$ cat src/rtl/sched_pkg.sv
package sched_pkg;

  typedef enum logic [1:0] {
    TM_LOW  = 2'b00,
    TM_MID  = 2'b01,
    TM_HIGH = 2'b10,
    TM_RSV  = 2'b11
  } tm_sel_e;

  // Upper bit set selects the short sync window (high and reserved).
  function automatic logic short_window(input logic [1:0] tm);
    return tm[1];
  endfunction

  function automatic logic [31:0] window_limit(input logic [1:0] tm,
                                               input logic [31:0] lim_lowmid,
                                               input logic [31:0] lim_high);
    return short_window(tm) ? lim_high : lim_lowmid;
  endfunction

  // A high time qualifies as a sync pulse when it spans 1..pmax ticks.
  function automatic logic width_qualifies(input logic [31:0] width,
                                           input logic [31:0] pmax);
    return (width != 32'd0) && (width <= pmax);
  endfunction

  function automatic logic [31:0] max2(input logic [31:0] a, input logic [31:0] b);
    return (a > b) ? a : b;
  endfunction

endpackage

$ cat src/rtl/pulse_qual.sv
module pulse_qual
  import sched_pkg::*;
#(
  parameter int unsigned PMAX  = 3500,
  parameter int unsigned CLEAR = 12000
) (
  input  logic clk,
  input  logic rst_n,
  input  logic tick,
  input  logic level,
  output logic sync_evt,
  output logic clr_evt
);
  localparam int unsigned HW = $clog2(CLEAR + 2);

  logic          prev_q;
  logic [HW-1:0] hi_cnt;
  logic          fall;

  assign fall     = prev_q & ~level;
  assign sync_evt = fall && width_qualifies(32'(hi_cnt), PMAX);
  assign clr_evt  = level && tick && (32'(hi_cnt) == CLEAR);

  always_ff @(posedge clk or negedge rst_n) begin
    if (!rst_n) begin
      prev_q <= 1'b0;
      hi_cnt <= '0;
    end else begin
      prev_q <= level;
      if (!level)
        hi_cnt <= '0;
      else if (tick && (32'(hi_cnt) <= CLEAR))
        hi_cnt <= hi_cnt + 1'b1;
    end
  end
endmodule

$ cat src/rtl/sync_window.sv
module sync_window
  import sched_pkg::*;
#(
  parameter int unsigned LIM_LOWMID = 18700000,
  parameter int unsigned LIM_HIGH   = 9400000
) (
  input  logic       clk,
  input  logic       rst_n,
  input  logic       tick,
  input  logic [1:0] tm,
  input  logic       sync_evt,
  output logic       in_window,
  output logic       win_expire
);
  localparam int unsigned MAXL = (LIM_LOWMID > LIM_HIGH) ? LIM_LOWMID : LIM_HIGH;
  localparam int unsigned WW   = $clog2(MAXL + 1);

  logic [WW-1:0] since_q;
  logic [31:0]   limit;

  assign limit      = window_limit(tm, LIM_LOWMID, LIM_HIGH);
  assign win_expire = in_window && tick && !sync_evt && ((32'(since_q) + 32'd1) >= limit);

  always_ff @(posedge clk or negedge rst_n) begin
    if (!rst_n) begin
      in_window <= 1'b0;
      since_q   <= '0;
    end else if (sync_evt) begin
      in_window <= 1'b1;
      since_q   <= '0;
    end else if (win_expire) begin
      in_window <= 1'b0;
      since_q   <= '0;
    end else if (in_window && tick) begin
      since_q   <= since_q + 1'b1;
    end
  end
endmodule

$ cat src/rtl/free_timer.sv
module free_timer #(
  parameter int unsigned PERIOD = 17000000
) (
  input  logic clk,
  input  logic rst_n,
  input  logic tick,
  input  logic in_window,
  input  logic sync_evt,
  output logic free_evt
);
  localparam int unsigned FW = $clog2(PERIOD + 1);

  logic [FW-1:0] cnt_q;

  assign free_evt = !in_window && tick && !sync_evt && ((32'(cnt_q) + 32'd1) >= PERIOD);

  always_ff @(posedge clk or negedge rst_n) begin
    if (!rst_n)
      cnt_q <= '0;
    else if (sync_evt)
      cnt_q <= '0;
    else if (!in_window && tick)
      cnt_q <= free_evt ? '0 : cnt_q + 1'b1;
  end
endmodule

$ cat src/rtl/sync_sample_sched.sv
module sync_sample_sched #(
  parameter int unsigned P_PULSE_MAX  = 3500,
  parameter int unsigned P_CLEAR      = 12000,
  parameter int unsigned P_WIN_LOWMID = 18700000,
  parameter int unsigned P_WIN_HIGH   = 9400000,
  parameter int unsigned P_FREE       = 17000000
) (
  input  logic       clk,
  input  logic       rst_n,
  input  logic       tick_us,
  input  logic       sync_in,
  input  logic [1:0] tm_sel,
  output logic       sample_req,
  output logic       hist_clr
);
  logic sync_evt;
  logic clr_evt;
  logic in_window;
  logic win_expire;
  logic free_evt;

  pulse_qual #(.PMAX(P_PULSE_MAX), .CLEAR(P_CLEAR)) u_qual (
    .clk      (clk),
    .rst_n    (rst_n),
    .tick     (tick_us),
    .level    (sync_in),
    .sync_evt (sync_evt),
    .clr_evt  (clr_evt)
  );

  sync_window #(.LIM_LOWMID(P_WIN_LOWMID), .LIM_HIGH(P_WIN_HIGH)) u_win (
    .clk        (clk),
    .rst_n      (rst_n),
    .tick       (tick_us),
    .tm         (tm_sel),
    .sync_evt   (sync_evt),
    .in_window  (in_window),
    .win_expire (win_expire)
  );

  free_timer #(.PERIOD(P_FREE)) u_free (
    .clk       (clk),
    .rst_n     (rst_n),
    .tick      (tick_us),
    .in_window (in_window),
    .sync_evt  (sync_evt),
    .free_evt  (free_evt)
  );

  // A clear suppresses a coincident free-running request.
  always_ff @(posedge clk or negedge rst_n) begin
    if (!rst_n) begin
      sample_req <= 1'b0;
      hist_clr   <= 1'b0;
    end else begin
      sample_req <= sync_evt | (free_evt & ~clr_evt);
      hist_clr   <= clr_evt;
    end
  end
endmodule

$ cat config.mk
export PLATFORM = sky130hd
export DESIGN_NAME = sync_sample_sched
export DESIGN_NICKNAME = d
export VERILOG_FILES = /design/src/rtl/sched_pkg.sv /design/src/rtl/pulse_qual.sv /design/src/rtl/sync_window.sv /design/src/rtl/free_timer.sv /design/src/rtl/sync_sample_sched.sv
export SDC_FILE = /design/constraint.sdc
export NUM_CORES = 1
export LEC_CHECK = 0
export BUFFER_PORTS_ARGS = -buffer_cell sky130_fd_sc_hd__buf_4
export CORE_AREA = 2 2 103 105
export DETAILED_ROUTE_END_ITERATION = 12
export DIE_AREA = 0 0 105 107
export GPL_TIMING_DRIVEN = 1
export SLEW_MARGIN = 20
export SYNTH_ARGS = -nofsm -noshare
export SYNTH_HDL_FRONTEND = slang
export SYNTH_HIERARCHICAL = 1
export SYNTH_SLANG_ARGS = --single-unit
$ cat constraint.sdc
create_clock -name clk -period 4.85 [get_ports clk]
set_clock_uncertainty 0.2 [all_clocks]
set_input_delay 0.2425 -clock clk [delete_from_list [all_inputs] [get_ports clk]]
set_output_delay 0.2425 -clock clk [all_outputs]
set_load 0.02 [all_outputs]
* Yosys cells after proc, flatten, opt, wreduce, memory -nomap -nowiden
Index checks and enable logic that the tools add are counted.
W data, S select, Z words.
** Operators by class
- Reductions and logical operators :: 17
- Add/subtract/negate cells :: 5
- Eq/ne operators :: 2
- Bitwise logic cells :: 5
- Mux-type cells :: 11
- Order comparisons :: 4
** Operator list (count)
- $mux W25 :: 7
- $add A25 B1 Y26 const B :: 2
- $add A25 B1 Y25 const B :: 2
- $ge A32 B25 Y1 const B :: 1
- $ge A32 B32 Y1 :: 1
- $mux W14 :: 2
- $add A14 B1 Y14 const B :: 1
- $eq A14 B14 Y1 const B :: 1
- $le A14 B12 Y1 const B :: 1
- $le A14 B14 Y1 const B :: 1
- $reduce_bool A14 Y1 :: 1
- $logic_and A1 B1 Y1 :: 11
- $reduce_bool A2 Y1 :: 2
- $reduce_bool A3 Y1 :: 1
- $and A1 B1 Y1 :: 2
- $logic_not A1 Y1 :: 2
- $mux W1 :: 2
- $ne A2 B1 Y1 const B :: 1
- $not A1 Y1 :: 2
- $or A1 B1 Y1 :: 1
** Word-level totals
- Output and inout bits :: 2
- Logic and storage cells :: 51
- Flip-flop bits (word level) :: 68
- Input port bits :: 6

* Longest topological paths before layout
- Word-level depth :: 9
- Mapped depth :: 17
- Mapped depth without buffers :: 14

* By module
Netlist, hierarchy kept.
** Modules (own cells, without submodules)
- sync_window :: times used 1, seq. area each 650.6 µm², cells an instance 248, area each 2031.9 µm²
- free_timer :: times used 1, seq. area each 625.6 µm², cells an instance 223, area each 1855.5 µm²
- pulse_qual :: times used 1, seq. area each 375.4 µm², cells an instance 109, area each 991.0 µm²
- sync_sample_sched :: times used 1, seq. area each 50.0 µm², cells an instance 4, area each 61.3 µm²

* Least setup slack after synthesis
No wires, ideal clock.
- Path type :: register to register
- Start point :: reg u_win.since_q[5]
- End point :: reg u_win.since_q[7]
- Data required time :: 4568 ps
- Clock period less this slack :: 3744 ps
- Data arrival time :: 3462 ps
- Setup slack :: 1106 ps
- Path buffers :: 2
- Setup time :: 82 ps
- Cell stages (with the launch flop) :: 16
- Path through :: dfrtp_1 -> clkbuf_1 -> nand4_1 -> or4_1 -> clkbuf_1 -> nand2b_1 -> nor2_1 -> xor2_1 -> ha_1 -> a21o_1 -> a21oi_1 -> o31a_1 -> o31ai_1 -> o21bai_1 -> or4_1 -> a31oi_1
** Between the ends
- Longest elaborated chain between the ends :: 5
- Elaborated cells between the ends (all ways) :: 8
- Classes of those cells :: 2 x add/sub; 1 x order compare; 3 x mux; 2 x reduce/logical
** RTL lines
- start: declaration :: RTL line sync_window.sv:18 : logic [WW-1:0] since_q;
- start signal: assignment :: RTL line sync_window.sv:35 : since_q <= since_q + 1'b1;
- $add A25 B1 Y26 :: RTL line sync_window.sv:22 : assign win_expire = in_window && tick && !sync_evt && ((32'(since_q) + 32'd1) >= limit);
- $ge A32 B32 Y1 :: RTL line sync_window.sv:22
- $logic_and A1 B1 Y1 :: RTL line sync_window.sv:22
- $mux W25 :: RTL line sync_window.sv:31 : end else if (win_expire) begin
- $mux W25 :: RTL line sync_window.sv:28 : end else if (sync_evt) begin
Several ways; a longest one is shown, not always the timed one. The select of a mux whose other input is x is not followed.
A chain may end at the register's enable or synchronous reset.

* Final worst setup path
- Start point :: reg u_win.since_q[0]
- End point :: reg u_win.since_q[3]
Same word-level chain as after synthesis.

==> results_tabular.tex <==
\begin{tabular}{lr}
\hline
Metric & Value \\
\hline
\multicolumn{2}{l}{\textbf{Cells and area}} \\
Share of final-layout standard cells stronger than drive strength 1 & 11.2\% \\
Final instance area & 5280 sq um \\
Final core area utilization & 52.3\% \\
Count of nets after finishing & 595 \\
Non-Filler Instances & 716 \\
Area grow syn2layout & 6.95\% \\
N\_diodes & 0 \\
\multicolumn{2}{l}{\textbf{Critical path}} \\
Crit-path leading delay family & simple AND/OR/NAND/NOR gates \\
Crit path largest cell delay & 0.51 ns \\
CP endpoint kind & flop \\
Startpoint type of the worst setup path & flop \\
Required arrival time at the worst endpoint & 4.92 ns \\
Library cell appearing most often on the critical path & ha\_1 \\
Max FO, Critical Path & 11 \\
Buffering stage count on the worst path with inverters included & 1 \\
CP cell instances & ha\_1 -> and4\_1 -> nand2\_1 -> nor2\_1 -> xor2\_1 -> ha\_1 -> a21o\_1 -> a21oi\_1 -> nand3\_1 -> nor4\_1 -> a211o\_1 -> o21bai\_1 -> buf\_4 -> or4\_1 -> a31oi\_1 \\
Kind of critical path & flop to flop \\
Data arrival at the endpoint of the critical path & 4.33 ns \\
Slowest-stage cell, CP & or4\_1 \\
\multicolumn{2}{l}{\textbf{Timing}} \\
Setup TNS after final layout & 0 ns \\
Unrepaired setup endpoints after global routing & no \\
Fin crit period & 4.26 ns \\
Slew HR & 40.9\% \\
Transition time at the pin with the least slew margin & 0.887 ns \\
Setup Viol. Count Final & 0 \\
Crit share post-route & 87.9\% \\
Maximum clock rate & 234 MHz \\
Crit path setup slack, layout & 0.586 ns \\
Final count of pins violating max slew & 0 \\
Final Hold Fails & 0 \\
\multicolumn{2}{l}{\textbf{Die}} \\
Starting density of the core & 48.9\% \\
Placeable core region & 10100 sq um \\
Cell Rows & 37 \\
Die boundary width & 105 um \\
Area of the die & 11200 sq um \\
Die Y-Extent & 107 um \\
Number of I/O pins & 8 \\
\multicolumn{2}{l}{\textbf{Global route}} \\
Wire length of the first global-routing pass & 20.2 mm \\
Number of antenna violations at the first check in global routing & 0 \\
Global-route total usage across every layer & 22.1\% \\
Grt ovf & 0 \\
Pin count of the biggest net entering global routing & 69 \\
Via count of the first global-routing pass & 4178 \\
\multicolumn{2}{l}{\textbf{Placed design}} \\
Sum of net half-perimeters after detailed placement & 8.00 mm \\
Placement Cell Area & 5050 sq um \\
Cells after DPL & 697 \\
Post-placement setup slack & 0.632 ns \\
Number of buffers inserted by port buffering & 6 \\
Placer Congestion & 0.852 \\
\multicolumn{2}{l}{\textbf{Route}} \\
DR iter-0 viols & 240 \\
Overall via count from detail\_route & 4376 \\
Drt total wl & 11.6 mm \\
WL/cell & 16.2 um \\
Via density per instance & 6.11 \\
Post-route DRC & 0 \\
Number of nets with antenna violations after detailed routing & 0 \\
Length of the first detailed-routing pass in iterations & 5 \\
\multicolumn{2}{l}{\textbf{Run status}} \\
Run status & complete, no violations \\
\multicolumn{2}{l}{\textbf{Synthesis}} \\
YS warnings & 6 \\
Post-synthesis instance area & 4940 sq um \\
Mapped Cells & 583 \\
Synthesized area divided by synthesized cell count & 8.47 sq um \\
Post-synth net total & 603 \\
\multicolumn{2}{l}{\textbf{Clock network}} \\
Clock-pin slew on the worst setup and hold paths & 0.07 ns \\
Skew-Pair Late Insertion Delay & 0.35 ns \\
Maximum buffer depth of the clock tree & 2 \\
CTS tree & built \\
Cts bufs inserted & 9 \\
CTS H-tree lvls & 3 \\
Number of gates resized after cts & 0 \\
Number of sinks on the clock net & 68 \\
Root buffer selected by CTS & clkbuf\_8 \\
\multicolumn{2}{l}{\textbf{Run}} \\
Number of violations of the max-capacitance limit & 0 \\
\multicolumn{2}{l}{\textbf{Min path}} \\
Class of the tightest hold or removal check & flop to flop \\
\multicolumn{2}{l}{\textbf{Power}} \\
VDD IR-drop max & 126 uV \\
Leakage power & 0.00200 uW \\
Power per Cell Area & 264 nW/um\^{}2 \\
\hline
\end{tabular}
-- report_power, final --
part / internal [uW] / switching [uW]
sequential: 609 / 96.4
clock: 264 / 226
combinational: 79.1 / 118
total: 952 / 440
-- placed cells by master (no fill, tap or decap), types with 4 or more instances in the layout --
| master | count |
|---|---|
| o31ai_1 | 4 |
| or4_1 | 14 |
| a21oi_1 | 20 |
| a31oi_1 | 7 |
| clkbuf_8 | 11 |
| xnor2_1 | 16 |
| and4_1 | 7 |
| nor2_1 | 26 |
| a32o_1 | 8 |
| o21a_1 | 9 |
| nand2b_1 | 7 |
| nand3_1 | 45 |
| buf_4 | 15 |
| nand2_1 | 69 |
| nor3_1 | 22 |
| xor2_1 | 18 |
| or3_1 | 8 |
| a211o_1 | 4 |
| inv_1 | 14 |
| dfrtp_1 | 68 |
| nor2b_1 | 4 |
| o21ai_0 | 15 |
| mux2i_1 | 4 |
| nor4_1 | 23 |
| nor2_2 | 21 |
| and3_1 | 7 |
| o31a_1 | 9 |
| ha_1 | 14 |
| nand4_1 | 20 |
| a21o_1 | 8 |
-- registers in the layout, indices dropped and copies added, names as in the netlist --
| signal | count |
|---|---|
| u_win/in_window | 1 |
| u_free/cnt_q | 25 |
| sample_req | 1 |
| u_qual/hi_cnt | 14 |
| hist_clr | 1 |
| u_win/since_q | 25 |
| u_qual/prev_q | 1 |
-- layout make-up --
type,instances,area [sq um]
repair buffers,18,143
multi-input cells,464,3010
well taps,136,170
inverters,14,52.6
clock inverters,4,47.5
clock buffers,12,155
fillers,985,4810
flip-flops and latches,68,1700
-- per-layer routing --
| layer | GRT usage, % | vias up | wire (um) |
|---|---|---|---|
| met5 | 0 | - | 0 |
| met4 | 10.0 | 0 | 303 |
| met3 | 2.43 | 22 | 438 |
| met2 | 35.1 | 99 | 5330 |
| met1 | 30.3 | 2102 | 5550 |
| li1 | - | 2153 | - |
-- worst reg2reg max path, cell delays in order (launching register included) --
cell and delay (ns):
dfrtp_1 0.49, ha_1 0.41, and4_1 0.38, nand2_1 0.11
nor2_1 0.17, xor2_1 0.22, ha_1 0.29, a21o_1 0.16
a21oi_1 0.24, nand3_1 0.13, nor4_1 0.20, a211o_1 0.19
o21bai_1 0.13, buf_4 0.18, or4_1 0.51, a31oi_1 0.18
-- metrics by stage --
stage	hold WS (ns)	power, uW
finish	0.332	1390
global route	0.373	1470
CTS	0.331	1410
detailed placement	0.237	910
global placement	0.226	900
floorplan	-0.253	851
-- what timing repair did --
action	4_1_cts	5_1_grt
endpoints found under the hold margin	70	0
buffers inserted	0	0
hold buffers	3	0
-- path summary, 6_finish.rpt --
kind	from	end	slack, ns	cells past startpoint
hold reg to reg	u_qual/hi_cnt[11]	u_qual/hi_cnt[11]	0.33	1
max in group asynchronous	rst_n	u_qual/hi_cnt[11]	3.51	2
min in group asynchronous	rst_n	u_free/cnt_q[14]	0.37	2
setup / recovery	u_win/since_q[0]	u_win/since_q[3]	0.59	15
hold / removal	u_qual/hi_cnt[11]	u_qual/hi_cnt[11]	0.33	1
setup reg to reg	u_win/since_q[0]	u_win/since_q[3]	0.59	15
(Power assumes the default switching activity.)
